`src/rtl/cal_pkg.sv`:
```
package cal_pkg;
  localparam int NF = 7;  // sec, min, hr, day, wday, mon, yr

  localparam int F_SEC = 0;
  localparam int F_MIN = 1;
  localparam int F_HR  = 2;
  localparam int F_DAY = 3;
  localparam int F_WD  = 4;
  localparam int F_MON = 5;
  localparam int F_YR  = 6;

  typedef logic [NF-1:0][7:0] fields_t;

  // index 6 down to 0
  localparam fields_t FIELD_MASK = {8'hFF, 8'h1F, 8'h07, 8'h3F, 8'h3F, 8'h7F, 8'h7F};
  localparam fields_t FIELD_RST  = {8'h00, 8'h01, 8'h00, 8'h01, 8'h00, 8'h00, 8'h00};

  // BCD step; any value at or beyond hi returns lo
  function automatic logic [7:0] bcd_step(logic [7:0] v, logic [7:0] lo, logic [7:0] hi);
    if (v >= hi)            return lo;
    else if (v[3:0] >= 4'd9) return {v[7:4] + 4'd1, 4'd0};
    else                    return {v[7:4], v[3:0] + 4'd1};
  endfunction

  // (10t+u) mod 4 == (2t+u) mod 4
  function automatic logic is_leap(logic [7:0] yr);
    if (!yr[4]) return (yr[3:0] == 4'd0) || (yr[3:0] == 4'd4) || (yr[3:0] == 4'd8);
    else        return (yr[3:0] == 4'd2) || (yr[3:0] == 4'd6);
  endfunction

  function automatic logic [7:0] month_last(logic [7:0] mon, logic leap);
    case (mon)
      8'h02:                      return leap ? 8'h29 : 8'h28;
      8'h04, 8'h06, 8'h09, 8'h11: return 8'h30;
      default:                    return 8'h31;
    endcase
  endfunction
endpackage

```
`src/rtl/cal_prescaler.sv`:
```
module cal_prescaler #(
  parameter int DIV = 32768
) (
  input  logic clk_i,
  input  logic rst_ni,
  input  logic osc_tick_i,
  input  logic clr_i,
  output logic tick_o
);
  localparam int CW = (DIV > 2) ? $clog2(DIV) : 1;
  localparam logic [CW-1:0] LAST = CW'(DIV - 1);

  logic [CW-1:0] cnt_q;

  always_ff @(posedge clk_i or negedge rst_ni) begin
    if (!rst_ni) begin
      cnt_q  <= '0;
      tick_o <= 1'b0;
    end else begin
      tick_o <= 1'b0;
      if (clr_i) begin
        cnt_q <= '0;
      end else if (osc_tick_i) begin
        if (cnt_q == LAST) begin
          cnt_q  <= '0;
          tick_o <= 1'b1;
        end else begin
          cnt_q <= cnt_q + 1'b1;
        end
      end
    end
  end
endmodule

```
`src/rtl/cal_counter.sv`:
```
module cal_counter
  import cal_pkg::*;
(
  input  logic          clk_i,
  input  logic          rst_ni,
  input  logic          adv_i,
  input  logic          we_i,
  input  logic [2:0]    sel_i,
  input  logic [7:0]    wdata_i,
  output fields_t       fields_o
);
  fields_t f_q, lo, hi, nxt;
  logic c_sec, c_min, c_hr, c_day, c_mon, c_yr;
  logic w_sec, w_min, w_hr, w_day, w_mon;
  logic [NF-1:0] inc;

  always_comb begin
    lo        = '0;
    lo[F_DAY] = 8'h01;
    lo[F_MON] = 8'h01;
    hi[F_SEC] = 8'h59;
    hi[F_MIN] = 8'h59;
    hi[F_HR]  = 8'h23;
    hi[F_DAY] = month_last(f_q[F_MON], is_leap(f_q[F_YR]));
    hi[F_WD]  = 8'h06;
    hi[F_MON] = 8'h12;
    hi[F_YR]  = 8'h99;
    for (int i = 0; i < NF; i++) nxt[i] = bcd_step(f_q[i], lo[i], hi[i]);
  end

  assign w_sec = f_q[F_SEC] >= hi[F_SEC];
  assign w_min = f_q[F_MIN] >= hi[F_MIN];
  assign w_hr  = f_q[F_HR]  >= hi[F_HR];
  assign w_day = f_q[F_DAY] >= hi[F_DAY];
  assign w_mon = f_q[F_MON] >= hi[F_MON];

  // weekday rides the day carry-in but does not feed the month
  assign c_sec = adv_i;
  assign c_min = c_sec & w_sec;
  assign c_hr  = c_min & w_min;
  assign c_day = c_hr & w_hr;
  assign c_mon = c_day & w_day;
  assign c_yr  = c_mon & w_mon;
  assign inc   = {c_yr, c_mon, c_day, c_day, c_hr, c_min, c_sec};

  for (genvar g = 0; g < NF; g++) begin : g_field
    always_ff @(posedge clk_i or negedge rst_ni) begin
      if (!rst_ni)                          f_q[g] <= FIELD_RST[g];
      else if (we_i && sel_i == 3'(g))      f_q[g] <= wdata_i & FIELD_MASK[g];
      else if (inc[g])                      f_q[g] <= nxt[g];
    end
  end

  assign fields_o = f_q;
endmodule

```
`src/rtl/cal_regport.sv`:
```
module cal_regport
  import cal_pkg::*;
#(
  parameter int AW        = 8,
  parameter int ADDR_LAST = 19
) (
  input  logic          clk_i,
  input  logic          rst_ni,
  input  logic          ptr_load_i,
  input  logic [AW-1:0] ptr_i,
  input  logic          wr_i,
  input  logic [7:0]    wdata_i,
  input  logic          rd_i,
  input  fields_t       fields_i,
  output logic [7:0]    rdata_o,
  output logic [AW-1:0] ptr_o,
  output logic          stop_o,
  output logic          fld_we_o,
  output logic [2:0]    fld_sel_o,
  output logic          sec_wr_o
);
  localparam logic [AW-1:0] LAST = AW'(ADDR_LAST);

  logic [AW-1:0] ptr_q;
  logic          stop_q;
  logic          wr_ok, rd_ok, step;
  logic [7:0]    rd_val;
  logic          in_fields;

  assign wr_ok     = wr_i & ~ptr_load_i;
  assign rd_ok     = rd_i & ~ptr_load_i & ~wr_i;
  assign step      = wr_ok | rd_ok;
  assign in_fields = (ptr_q >= AW'(1)) && (ptr_q <= AW'(NF));

  always_comb begin
    rd_val = 8'h00;
    if (ptr_q == '0) rd_val = {7'b0, stop_q};
    for (int i = 0; i < NF; i++)
      if (ptr_q == AW'(i + 1)) rd_val = fields_i[i];
  end

  always_ff @(posedge clk_i or negedge rst_ni) begin
    if (!rst_ni) begin
      ptr_q   <= '0;
      stop_q  <= 1'b0;
      rdata_o <= 8'h00;
    end else begin
      if (rd_ok) rdata_o <= rd_val;
      if (wr_ok && ptr_q == '0) stop_q <= wdata_i[0];
      if (ptr_load_i)  ptr_q <= ptr_i;
      else if (step)   ptr_q <= (ptr_q >= LAST) ? '0 : ptr_q + 1'b1;
    end
  end

  assign fld_we_o  = wr_ok & in_fields;
  assign fld_sel_o = 3'(ptr_q - AW'(1));
  assign sec_wr_o  = wr_ok & (ptr_q == AW'(1));
  assign ptr_o     = ptr_q;
  assign stop_o    = stop_q;
endmodule

```
`src/rtl/cal_timekeeper.sv`:
```
module cal_timekeeper
  import cal_pkg::*;
#(
  parameter int PRESC_DIV = 32768,
  parameter int AW        = 8,
  parameter int ADDR_LAST = 19
) (
  input  logic          clk_i,
  input  logic          rst_ni,
  input  logic          osc_tick_i,
  input  logic          xfer_active_i,
  input  logic          ptr_load_i,
  input  logic [AW-1:0] ptr_i,
  input  logic          wr_i,
  input  logic [7:0]    wdata_i,
  input  logic          rd_i,
  output logic [7:0]    rdata_o,
  output logic          sec_tick_o
);
  fields_t       fields;
  logic [AW-1:0] ptr_q;
  logic          stop_q, fld_we, sec_wr;
  logic [2:0]    fld_sel;
  logic          hold, pend_q, adv;

  assign hold = xfer_active_i | wr_i;
  assign adv  = (sec_tick_o | pend_q) & ~hold & ~stop_q;

  always_ff @(posedge clk_i or negedge rst_ni) begin
    if (!rst_ni)                 pend_q <= 1'b0;
    else if (stop_q || sec_wr)   pend_q <= 1'b0;
    else                         pend_q <= (sec_tick_o | pend_q) & hold;
  end

  cal_prescaler #(.DIV(PRESC_DIV)) u_presc (
    .clk_i     (clk_i),
    .rst_ni    (rst_ni),
    .osc_tick_i(osc_tick_i),
    .clr_i     (stop_q | sec_wr),
    .tick_o    (sec_tick_o)
  );

  cal_counter u_cnt (
    .clk_i   (clk_i),
    .rst_ni  (rst_ni),
    .adv_i   (adv),
    .we_i    (fld_we),
    .sel_i   (fld_sel),
    .wdata_i (wdata_i),
    .fields_o(fields)
  );

  cal_regport #(.AW(AW), .ADDR_LAST(ADDR_LAST)) u_port (
    .clk_i     (clk_i),
    .rst_ni    (rst_ni),
    .ptr_load_i(ptr_load_i),
    .ptr_i     (ptr_i),
    .wr_i      (wr_i),
    .wdata_i   (wdata_i),
    .rd_i      (rd_i),
    .fields_i  (fields),
    .rdata_o   (rdata_o),
    .ptr_o     (ptr_q),
    .stop_o    (stop_q),
    .fld_we_o  (fld_we),
    .fld_sel_o (fld_sel),
    .sec_wr_o  (sec_wr)
  );
endmodule

```
`config.mk`:
```
export PLATFORM = sky130hd
export DESIGN_NAME = cal_timekeeper
export DESIGN_NICKNAME = d
export VERILOG_FILES = /design/src/rtl/cal_pkg.sv /design/src/rtl/cal_prescaler.sv /design/src/rtl/cal_counter.sv /design/src/rtl/cal_regport.sv /design/src/rtl/cal_timekeeper.sv
export SDC_FILE = /design/constraint.sdc
export NUM_CORES = 1
export LEC_CHECK = 0
export ABC_AREA = 1
export BUFFER_PORTS_ARGS = -buffer_cell sky130_fd_sc_hd__buf_2
export CAP_MARGIN = 10
export CORE_MARGIN = 1.5
export CORE_UTILIZATION = 53
export DETAILED_ROUTE_END_ITERATION = 7
export GPL_TIMING_DRIVEN = 0
export PLACE_DENSITY = 0.78
export SLEW_MARGIN = 25
export SYNTH_ARGS = -nofsm -noshare
export SYNTH_HDL_FRONTEND = slang
export SYNTH_HIERARCHICAL = 1
export SYNTH_SLANG_ARGS = --single-unit
```
`constraint.sdc`:
```
create_clock -name clk_i -period 3 [get_ports clk_i]
set_clock_uncertainty 0.05 [all_clocks]
set_input_delay 0.15 -clock clk_i [delete_from_list [all_inputs] [get_ports clk_i]]
set_output_delay 0.15 -clock clk_i [all_outputs]
set_load 0.05 [all_outputs]
```
==> reports/metrics.yaml, run 1 <==
layout:
  final_net_count: 1032
  area_growth_pct: 11.0
  layout_commonest_cell: "nand2_1"
  mostFrequentLayoutCells: "nand2_1 (243), inv_1 (112), nor2_1 (90), dfrtp_1 (88), nand3_1 (67)"
  drive_gt1_frac: 0.143
  stdcell_count: 1132
  diodes: 0
critical_path:
  critical_path_buf_inv_count: 2
  critPathSlowestCell: "dfstp_2"
  worst-path-max-fanout: 10
  slowest_delay_ns: 0.59
  cp-start-kind: "register"
  crit_required_ns: 3.19
  timing_worst_setup_path_type: "register to register"
  crit_chain: "inv_1 > ha_2 > nor2_1 > o22ai_1 > a21boi_1 > nor2_1 > a31oi_1 > ha_1 > nand2_1 > nand3b_1 > nand3b_4 > nand4_2 > nand2_2 > buf_6 > nand3_1 > nand2_1"
  crit_arrival_ns: 2.98
  crit_family: "simple AND/OR/NAND/NOR gates"
  endpoint_kind: "register"
yosys:
  synth_flop_cell: "dfrtp_1"
  ys_seq_elements: 90
  syn-mean-instance-area_um2: 7.31
  synth_nets: 985
  yosysSeqAreaShare: 0.338
  synth.distinct_cells: 46
  async_flop_share: 1.00
  yosys_warnings: 6
  synth_edf_count: 0
  synth_area_um2: 6670
  synth_cells: 912
job:
  cap_violations: 0
clock_network:
  clock-sinks: 90
  cts-root-buf: "clkbuf_16"
  cts_buffers: 9
  h-tree-depth: 3
  clk_latency_ns: 0.36
  postCtsSetupRepairBufs: 0
  clk_pin_slew_ns: 0.07
  clock_path_buffers: 2
  tritoncts: "built"
timing:
  tns_ns: 0
  finalCritPeriodShare: 0.929
  hold_violations: 0
  whs_ns: 0.0296
  slew_headroom: 0.619
  rsz0062_at_grt: "no"
  setup_viol: 0
  period_minus_slack_ns: 2.79
  fmax_mhz: 359
  worst_slack_ns: 0.214
  slew_viol_final: 0
  worst_pin_slew_ns: 0.567
global_routing:
  grt_pass1_wl_um: 27600
  met1_usage: 0.353
  gr-usage-met3: 0.0443
  grt_pass1_vias: 5756
  gr-total-overflow: 0
  busiest_layer: "met2"
  grt_max_degree: 52
  grt_antenna_before_repair: 0
  track_usage: 0.266
  gr-usage-met2: 0.445
power_and_ir_drop:
  power_frac_comb: 0.305
  p_total_uw: 4050
  seqPwrFrac: 0.415
  powerDensity_nw_per_um2: 548
  p_leak_uw: 0.00370
  vdd_drop_max_v: 0.000319
  p_sw_uw: 1530
  swShare: 0.377
  clockPowerShare: 0.280
  intPower_uw: 2530
floorplanning:
  die_h_um: 115
  num_rows: 40
  fp.coreArea_um2: 12200
  die_w_um: 115
  initial_core_util: 0.548
  dieArea_um2: 13300
  ios: 32
min_path:
  worstHoldPathType: "primary input to register"
placement:
  place_hpwl_um: 12100
  dp.cells: 1112
  pre_cts_ws_ns: 0.158
  portBuffers: 31
  place_congestion: 0.952
route:
  routed-via-count: 6073
  drtIter0Drc: 502
  drt-total-wl_um: 16300
  avgRoutedWirePerCell_um: 14.4
  ant_nets: 0
  drcViolationCount: 0
  viasPerCell: 5.36
  drtPass1Iterations: 5
status:
  status: "completed"
## through the flow
step / cell area [µm²] / util
floorplan: 6670 / -
global placement: 7040 / 0.578
detailed placement: 7070 / 0.581
CTS: 7400 / 0.608
global route: 7400 / 0.609
finish: 7400 / 0.609
## per-layer routing
| metal | wire length (µm) | part of all wire | vias up |
|---|---|---|---|
| met3 | 962 | 0.059 | 23 |
| met5 | 0 | 0 | - |
| li1 | - | - | 3038 |
| met4 | 281 | 0.017 | 0 |
| met2 | 7680 | 0.47 | 182 |
| met1 | 7360 | 0.45 | 2830 |
## sequential cells by signal, indices dropped and copies added, names as in the netlist
name / flops
u_port/stop_o: 1
u_cnt/fields_o: 56
u_presc/tick_o: 1
pend_q: 1
u_presc/cnt_q: 15
u_port/ptr_o: 8
u_port/rdata_o: 8
## worst register-to-register path: cells and delay by family (launching register included)
family,cells,cell delay [ns]
DFF,1,0.59
adders and majority gates,2,0.47
AOI/OAI and AO/OA,3,0.44
buffers and inverters,2,0.26
and+or+nand+nor,9,0.87
## final cells by class
class	count	area, µm²
fill	1109	4760
clock buffer	11	233
inverter	128	485
timing repair buffer	36	229
clock inverter	5	55.1
buffer	10	66.3
multi-input combinational	684	3870
sequential	90	2250
tap	168	210
## path summary, 6_finish.rpt
path | depth (start not counted) | end | from | slack, ns
setup / recovery | 16 | u_cnt/fields_o[54]$_DFFE_PN0P_ | u_cnt/fields_o[40]$_DFFE_PN1P_ | 0.21
hold / removal | 3 | u_port/ptr_o[5]$_DFFE_PN0P_ | ptr_i[5] | 0.03
setup reg to reg | 16 | u_cnt/fields_o[54]$_DFFE_PN0P_ | u_cnt/fields_o[40]$_DFFE_PN1P_ | 0.21
hold reg to reg | 2 | u_port/rdata_o[1]$_DFFE_PN0P_ | u_port/rdata_o[1]$_DFFE_PN0P_ | 0.43
max in group asynchronous | 3 | u_cnt/fields_o[40]$_DFFE_PN1P_ | rst_ni | 2.05
min in group asynchronous | 2 | u_port/ptr_o[4]$_DFFE_PN0P_ | rst_ni | 0.21
## cells in the mapped netlist, types with 9 or more instances
cell,instances,share of area
a21oi_1,45,0.034
dfrtp_1,88,0.33
ha_1,50,0.094
inv_1,112,0.063
inv_2,13,0.0073
nand2_1,243,0.14
nand2_2,18,0.017
nand3_1,67,0.050
nand4_1,18,0.017
nor2_1,91,0.051
o211ai_1,12,0.014
o21ai_0,20,0.015
o21ai_1,12,0.0090
o22ai_1,11,0.010
xnor2_1,9,0.012
xor2_1,10,0.013
## power by group through the flow
stage	sequential (µW)	clock, µW	combinational [µW]
2_1_floorplan	1660	0	916
6_report	1680	1130	1240
3_5_place_dp	1700	0	1210
4_1_cts	1680	1160	1220
5_1_grt	1710	1200	1410
3_3_place_gp	1700	0	1170
## kinds of logic (layout without fill, tap and decap cells)
logic type | Yosys count | in the layout | synth area share
adders and majority gates | 50 | 50 | 0.0938
buffers and inverters | 138 | 190 | 0.0827
AOI/OAI and AO/OA | 126 | 126 | 0.113
DFF | 90 | 90 | 0.338
xor gates and xnor gates | 19 | 19 | 0.0249
and+or+nand+nor | 489 | 489 | 0.348
## what timing repair did
| item | 4_1_cts | 5_1_grt |
|---|---|---|
| resized for setup | 0 | 3 |
| hold endpoints to repair | 42 | 0 |
| setup endpoints to repair | 0 | 17 |
| hold buffers | 4 | 0 |
(Power assumes the default switching activity.)
==> inputs of run 2 (changes only) <==
- ABC_AREA: 1 -> default
==> run 2 against run 1 <==
The run now ends with DRC, setup timing left. Largest power group unchanged. Flip-flop and latch count is the same. Wire length grew 14%. Largest cell class unchanged. Register-to-register slack lost 0.37 ns.
==> reports/metrics.yaml, run 2 <==
status:
  status: "finished, violations left"
  violations: "DRC, setup timing"
timing:
  slew_headroom: 0.455  # -0.164
  period_minus_slack_ns: 3.15  # +0.366 ns
  tns_ns: -0.314  # -0.314 ns
  worst_pin_slew_ns: 0.811  # +0.244 ns
  slew_viol_final: 0  # unchanged
  finalCritPeriodShare: 1.05  # +0.122
  setup_viol: 4  # +4
  hold_violations: 0  # unchanged
  fmax_mhz: 317  # -12%
  worst_slack_ns: -0.152  # -0.366 ns
  rsz0062_at_grt: "yes"
critical_path:
  timing_worst_setup_path_type: "register to register"
  critPathSlowestCell: "dfstp_2"
  worst_path_most_repeated_cell: "ha_4"
  slowest_delay_ns: 0.60  # about the same
  worst-path-max-fanout: 7  # -3
  endpoint_kind: "register"
  reg2regPathDepth: 11  # -5
  crit_arrival_ns: 3.36  # +0.38 ns
  crit_required_ns: 3.21  # +0.02 ns
  cp-start-kind: "register"
  crit_chain: "ha_4 > nand3_1 > a21oi_1 > o21ai_1 > mux2_4 > ha_4 > nor4b_4 > o211ai_4 > nand4_4 > or4_1 > a31oi_1"
placement:
  pre_cts_ws_ns: -0.462  # -0.619 ns
  place_hpwl_um: 12700  # +5.4%
  place_congestion: 1.00  # +5.4%
  portBuffers: 31  # unchanged
min_path:
  worstHoldPathType: "primary input to register"
  hold_depth: 3  # unchanged
layout:
  mostFrequentLayoutCells: "dfrtp_1 (85), nand2_1 (57), nor2_1 (50), inv_1 (47), ha_1 (45)"
  final_net_count: 858  # -17%
  area_growth_pct: 16.0
  largest_reg_flops: 56  # unchanged
  drive_gt1_frac: 0.167  # +0.0239
  fillerInstances: 970  # -13%
  layout_commonest_cell: "dfrtp_1"
  diodes: 0  # unchanged
  fin_util: 0.640  # +0.0312
yosys:
  synthSimpleGateAreaFrac: 0.226  # -0.122
  synth_cells: 727  # -20%
  yosysSeqAreaShare: 0.352  # +0.0138
  synth_adder_area_share: 0.0976  # +0.00383
  synth_nets: 800  # -19%
  ys_seq_elements: 90  # unchanged
  synth_top_family_by_area: "compound AO/OA/AOI/OAI gates"
  syn-mean-instance-area_um2: 8.82  # +21%
  synth_area_um2: 6410  # -3.9%
  synth_commonest_cells: "dfrtp_1 (88), nand2_1 (57), nor2_1 (53)"
  synth_edf_count: 0  # unchanged
  synth_area_leader_cell: "dfrtp_1"
  yosys_warnings: 6  # unchanged
  synth_top_area_frac: 0.344  # +0.0135
  async_flop_share: 1.00  # unchanged
  ys_top_cells_by_area: "dfrtp_1 (34%), ha_1 (9.8%), a21oi_1 (3.4%)"
  synth.distinct_cells: 82  # +78%
  synth.area.mux_share: 0.0152  # +0.0152
  synth_flop_cell: "dfrtp_1"
  synth_compound_area_frac: 0.236  # +0.123
  synth_xor_area_frac: 0.0178  # -0.00718
  yosysMostFrequentCell: "dfrtp_1"
global_routing:
  grt_antenna_before_repair: 0  # unchanged
  gr-total-overflow: 0  # unchanged
  grt_max_degree: 55  # +5.8%
  grt_pass1_wl_um: 29400  # +6.4%
  grt_pass1_vias: 5868  # +1.9%
  track_usage: 0.290  # +0.0242
floorplanning:
  initial_core_util: 0.552  # +0.00336
  die_h_um: 113  # -1.9%
  num_rows: 39  # -2.5%
  die_w_um: 113  # -1.9%
  ios: 32  # unchanged
  dieArea_um2: 12800  # -3.8%
  fp.coreArea_um2: 11600  # -4.5%
power_and_ir_drop:
  vdd_drop_max_v: 0.000343  # +7.6%
  p_leak_uw: 0.00315  # -15%
  intPower_uw: 2820  # +12%
  clockPowerShare: 0.236  # -0.044
  powerDensity_nw_per_um2: 652  # +19%
  seqPwrFrac: 0.384  # -0.031
  swShare: 0.417  # +0.0400
  p_sw_uw: 2020  # +32%
  power_frac_comb: 0.380  # +0.075
route:
  drtPass1Iterations: 8  # +3
  drcViolationCount: 1  # +1
  routed-via-count: 6257  # +3.0%
  drt-total-wl_um: 18500  # +14%
  drtIter0Drc: 648  # +29%
  viasPerCell: 6.71  # +25%
  avgRoutedWirePerCell_um: 19.9  # +38%
  ant_nets: 0  # unchanged
clock_network:
  clock-sinks: 90  # unchanged
  h-tree-depth: 3  # unchanged
  clk_latency_ns: 0.35  # about the same
  cts-root-buf: "clkbuf_16"
  clock_path_buffers: 2  # unchanged
  cts_buffers: 9  # unchanged
  tritoncts: "built"
  clk_pin_slew_ns: 0.07  # about the same
job:
  cap_violations: 0  # unchanged
[run 2: stage by stage]
step           instance area (µm²)  hold WS, ns  power, µW  instances
2_1_floorplan                 6410       -0.196       2910        727
3_3_place_gp                  6750        0.327       3320        901
3_5_place_dp                  6780       0.0308       3420        902
4_1_cts                       7240       0.0467       4670        926
5_1_grt                       7430       0.0572       5120        933
6_report                      7430       0.0510       4840        933
[run 2: power groups by stage]
stage	clock [µW]	combinational [µW]	sequential [µW]
floorplan	0	1130	1790
global placement	0	1480	1840
detailed placement	0	1570	1860
CTS	1170	1670	1840
global route	1220	2010	1890
finish	1150	1840	1860
[run 2: critical path, delay by kind of cell, from the launching register on]
kind	cells	cell delay [ns]
adders and majority gates	2	0.44
muxes	1	0.29
and+or+nand+nor	4	0.91
DFF	1	0.60
AOI/OAI and AO/OA	4	0.77
[run 2: logic make-up after synthesis]
kind of cell    count (synthesis)
compound gates                215
xor+xnor                       13
buf+inv                        85
fa+ha+maj                      50
flops                          90
mux                             9
simple gates                  265
[run 2: routing by layer]
| metal | global-route usage | up-vias | part of all wire |
|---|---|---|---|
| li1 | - | 2828 | - |
| met1 | 0.376 | 3043 | 0.40 |
| met2 | 0.490 | 331 | 0.49 |
| met3 | 0.0503 | 55 | 0.079 |
| met4 | 0.106 | 0 | 0.029 |
| met5 | 0 | - | 0 |
[run 2: final timing paths]
check / startpoint / end / slack [ns]
setup reg to reg: u_cnt/fields_o[40]$_DFFE_PN1P_ / u_cnt/fields_o[53]$_DFFE_PN0P_ / -0.15
min in group asynchronous: rst_ni / u_cnt/fields_o[26]$_DFFE_PN0P_ / 0.22
setup / recovery: u_cnt/fields_o[40]$_DFFE_PN1P_ / u_cnt/fields_o[53]$_DFFE_PN0P_ / -0.15
max in group asynchronous: rst_ni / u_cnt/fields_o[24]$_DFFE_PN1P_ / 2.06
hold / removal: ptr_i[2] / u_port/ptr_o[2]$_DFFE_PN0P_ / 0.05
hold reg to reg: u_cnt/fields_o[15]$_DFFE_PN0P_ / u_cnt/fields_o[15]$_DFFE_PN0P_ / 0.47
[run 2: layout make-up]
class | instances | area, µm² | share of cell area
Multi-Input combinational cell | 552 | 4000 | 0.538
Clock buffer | 10 | 229 | 0.0308
Tap cell | 143 | 179 | 0.0241
Timing Repair Buffer | 49 | 344 | 0.0463
Inverter | 50 | 190 | 0.0256
Sequential cell | 90 | 2260 | 0.304
Clock inverter | 6 | 67.6 | 0.00909
Buffer | 33 | 163 | 0.0219
[run 2: repair_timing]
action                     in CTS  in global routing
pin swaps                       6                 18
setup endpoints to repair      31                 37
gates resized for setup        22                 24
cloned                          0                  1
hold buffers                    4                  0
hold endpoints to repair       39                  0
setup buffers                   4                  8
==> inputs of run 3 (changes only) <==
- CTS_BUF_LIST: default -> sky130_fd_sc_hd__clkbuf_8
==> run 3 against run 2 <==
The flow finishes with violations (setup timing). Global-route usage is 0.15 points lower. Count of clock-buffer cells in the layout is 1 lower. First-iteration DRC count is 24% higher. Sequential share of layout area is 0.087 points higher. Flip-flop and latch count stayed put. Fmax is 0.40% higher.
==> reports/metrics.yaml, run 3 (synthesis gave the netlist of run 2 again) <==
status:
  status: "finished, violations left"
  violations: "setup timing"
layout:
  mostFrequentLayoutCells: "dfrtp_1 (85), nand2_1 (57), nor2_1 (50), inv_1 (48), ha_1 (45)"
  largest_reg_flops: 56  # unchanged
  diodes: 0  # unchanged
  layout_commonest_cell: "dfrtp_1"
  final_net_count: 861  # +0.35%
  area_growth_pct: 15.6
  drive_gt1_frac: 0.175  # +0.00820
  fin_util: 0.638  # -0.00183
floorplanning:
  num_rows: 39  # unchanged
  dieArea_um2: 12800  # unchanged
  fp.coreArea_um2: 11600  # unchanged
  die_w_um: 113  # unchanged
  die_h_um: 113  # unchanged
  ios: 32  # unchanged
  initial_core_util: 0.552  # unchanged
critical_path:
  crit_arrival_ns: 3.40  # +0.04 ns
  timing.rr.start: "u_cnt/fields_o[41]$_DFFE_PN0P_"
  crit_chain: "inv_2 > ha_4 > nand3_1 > a21oi_1 > o21ai_1 > mux2_4 > ha_4 > nor4b_4 > o211ai_4 > nand4_4 > or4_1 > a31oi_1"
  endpoint_kind: "register"
  slowest_delay_ns: 0.58  # -0.02 ns
  critPathSlowestCell: "or4_1"
  worst_path_most_repeated_cell: "ha_4"
  crit_family: "simple AND/OR/NAND/NOR gates"
  critPathLaunch: "u_cnt/fields_o[41]$_DFFE_PN0P_"
  timing_worst_setup_path_type: "register to register"
  worst-path-max-fanout: 6  # -1
  critical_path_buf_inv_count: 1  # +1
  cp-start-kind: "register"
  crit_required_ns: 3.26  # +0.05 ns
timing:
  slew_viol_final: 0  # unchanged
  fmax_mhz: 319  # +0.40%
  worst_pin_slew_ns: 0.857  # +0.0462 ns
  worst_slack_ns: -0.139  # +0.0127 ns
  period_minus_slack_ns: 3.14  # -0.0127 ns
  hold_violations: 0  # unchanged
  setup_viol: 3  # -1
  finalCritPeriodShare: 1.05  # -0.00423
  slew_headroom: 0.424  # -0.0319
  rsz0062_at_grt: "yes"
min_path:
  worstHoldPathType: "primary input to register"
  hp-start: "ptr_i[2]"
global_routing:
  grt_pass1_vias: 5793  # -1.3%
  grt_antenna_before_repair: 0  # unchanged
  gr-total-overflow: 0  # unchanged
  grt_pass1_wl_um: 29100  # -0.92%
  grt_max_degree: 55  # unchanged
  track_usage: 0.289  # -0.00146
power_and_ir_drop:
  p_leak_uw: 0.00313  # -0.62%
  vdd_drop_max_v: 0.000329  # -3.9%
  powerDensity_nw_per_um2: 618  # -5.2%
clock_network:
  clock_path_buffers: 2  # unchanged
  cts-root-buf: "clkbuf_8"
  clock-sinks: 90  # unchanged
  clk_pin_slew_ns: 0.10  # +0.03 ns
  h-tree-depth: 3  # unchanged
  cts_buffers: 9  # unchanged
  tritoncts: "built"
  clk_latency_ns: 0.39  # +0.04 ns
placement:
  place_congestion: 1.00  # unchanged
  pre_cts_ws_ns: -0.462  # unchanged
  portBuffers: 31  # unchanged
  place_hpwl_um: 12700  # unchanged
route:
  viasPerCell: 6.67  # -0.58%
  drtPass1Iterations: 6  # -2
  drcViolationCount: 0  # -1
  ant_nets: 0  # unchanged
  drt-total-wl_um: 18600  # +0.19%
  avgRoutedWirePerCell_um: 19.8  # -0.13%
  drtIter0Drc: 805  # +24%
  routed-via-count: 6241  # -0.26%
job:
  cap_violations: 0  # unchanged
==> run 3: cell types whose count changed in the layout (fill, tap and decap cells not counted), moves of 2 or more <==
cell,before,now
o21ai_1,3,5
clkbuf_16,10,1
clkbuf_8,0,9
o21ai_0,36,34
==> run 3: final cells by class <==
type | instances | area (µm²)
flip-flops and latches | 90 | 2260
multi-input cells | 552 | 4040
clock inverters | 7 | 71.3
clock buffers | 9 | 124
well taps | 143 | 179
inverters | 50 | 190
plain buffers | 33 | 166
repair buffers | 52 | 382
fillers | 961 | 4200
==> run 3: tightest hold or removal path: stages <==
cell	delay [ns]
buf_2	0.08
a21oi_1	0.06
o21ai_1	0.12
==> run 3: metal layers <==
metal / wire length [µm] / up-vias / track usage
met1: 7500 / 3024 / 0.376
li1: - / 2823 / -
met3: 1520 / 50 / 0.0616
met2: 9060 / 344 / 0.479
met4: 472 / 0 / 0.100
met5: 0 / - / 0
==> run 3: path summary, 6_finish.rpt <==
kind	slack [ns]	endpoint	cells after the start
max	-0.14	u_cnt/fields_o[53]$_DFFE_PN0P_	12
min	0.009	u_port/ptr_o[2]$_DFFE_PN0P_	3
max reg2reg	-0.14	u_cnt/fields_o[53]$_DFFE_PN0P_	12
min reg2reg	0.48	u_presc/cnt_q[14]$_DFFE_PN0P_	2
max in group asynchronous	2.10	u_cnt/fields_o[24]$_DFFE_PN1P_	3
min in group asynchronous	0.18	u_cnt/fields_o[26]$_DFFE_PN0P_	2
==> run 3: what timing repair did <==
action	4_1_cts	5_1_grt
gates resized for setup	23	33
endpoints found under the hold margin	87	0
hold buffers	5	0
pin swaps	4	17
buffers inserted	4	9
cloned	0	2
setup endpoints to repair	31	37
==> run 3: through the flow <==
step	instances	total power [µW]	cell area [µm²]	hold WS [ns]	setup TNS [ns]
CTS	927	4380	7150	0.00815	-0.0887
floorplan	727	2910	6410	-0.196	0
global route	936	4850	7410	0.000160	-1.20
finish	936	4580	7410	0.00919	-0.294
global placement	901	3320	6750	0.327	-3.66
detailed placement	902	3420	6780	0.0308	-4.79
==> run 3: report_power, final <==
group / internal (µW) / switching (µW) / total (µW)
Combinational: 729 / 1120 / 1850
Sequential: 1440 / 423 / 1870
Clock: 383 / 477 / 860
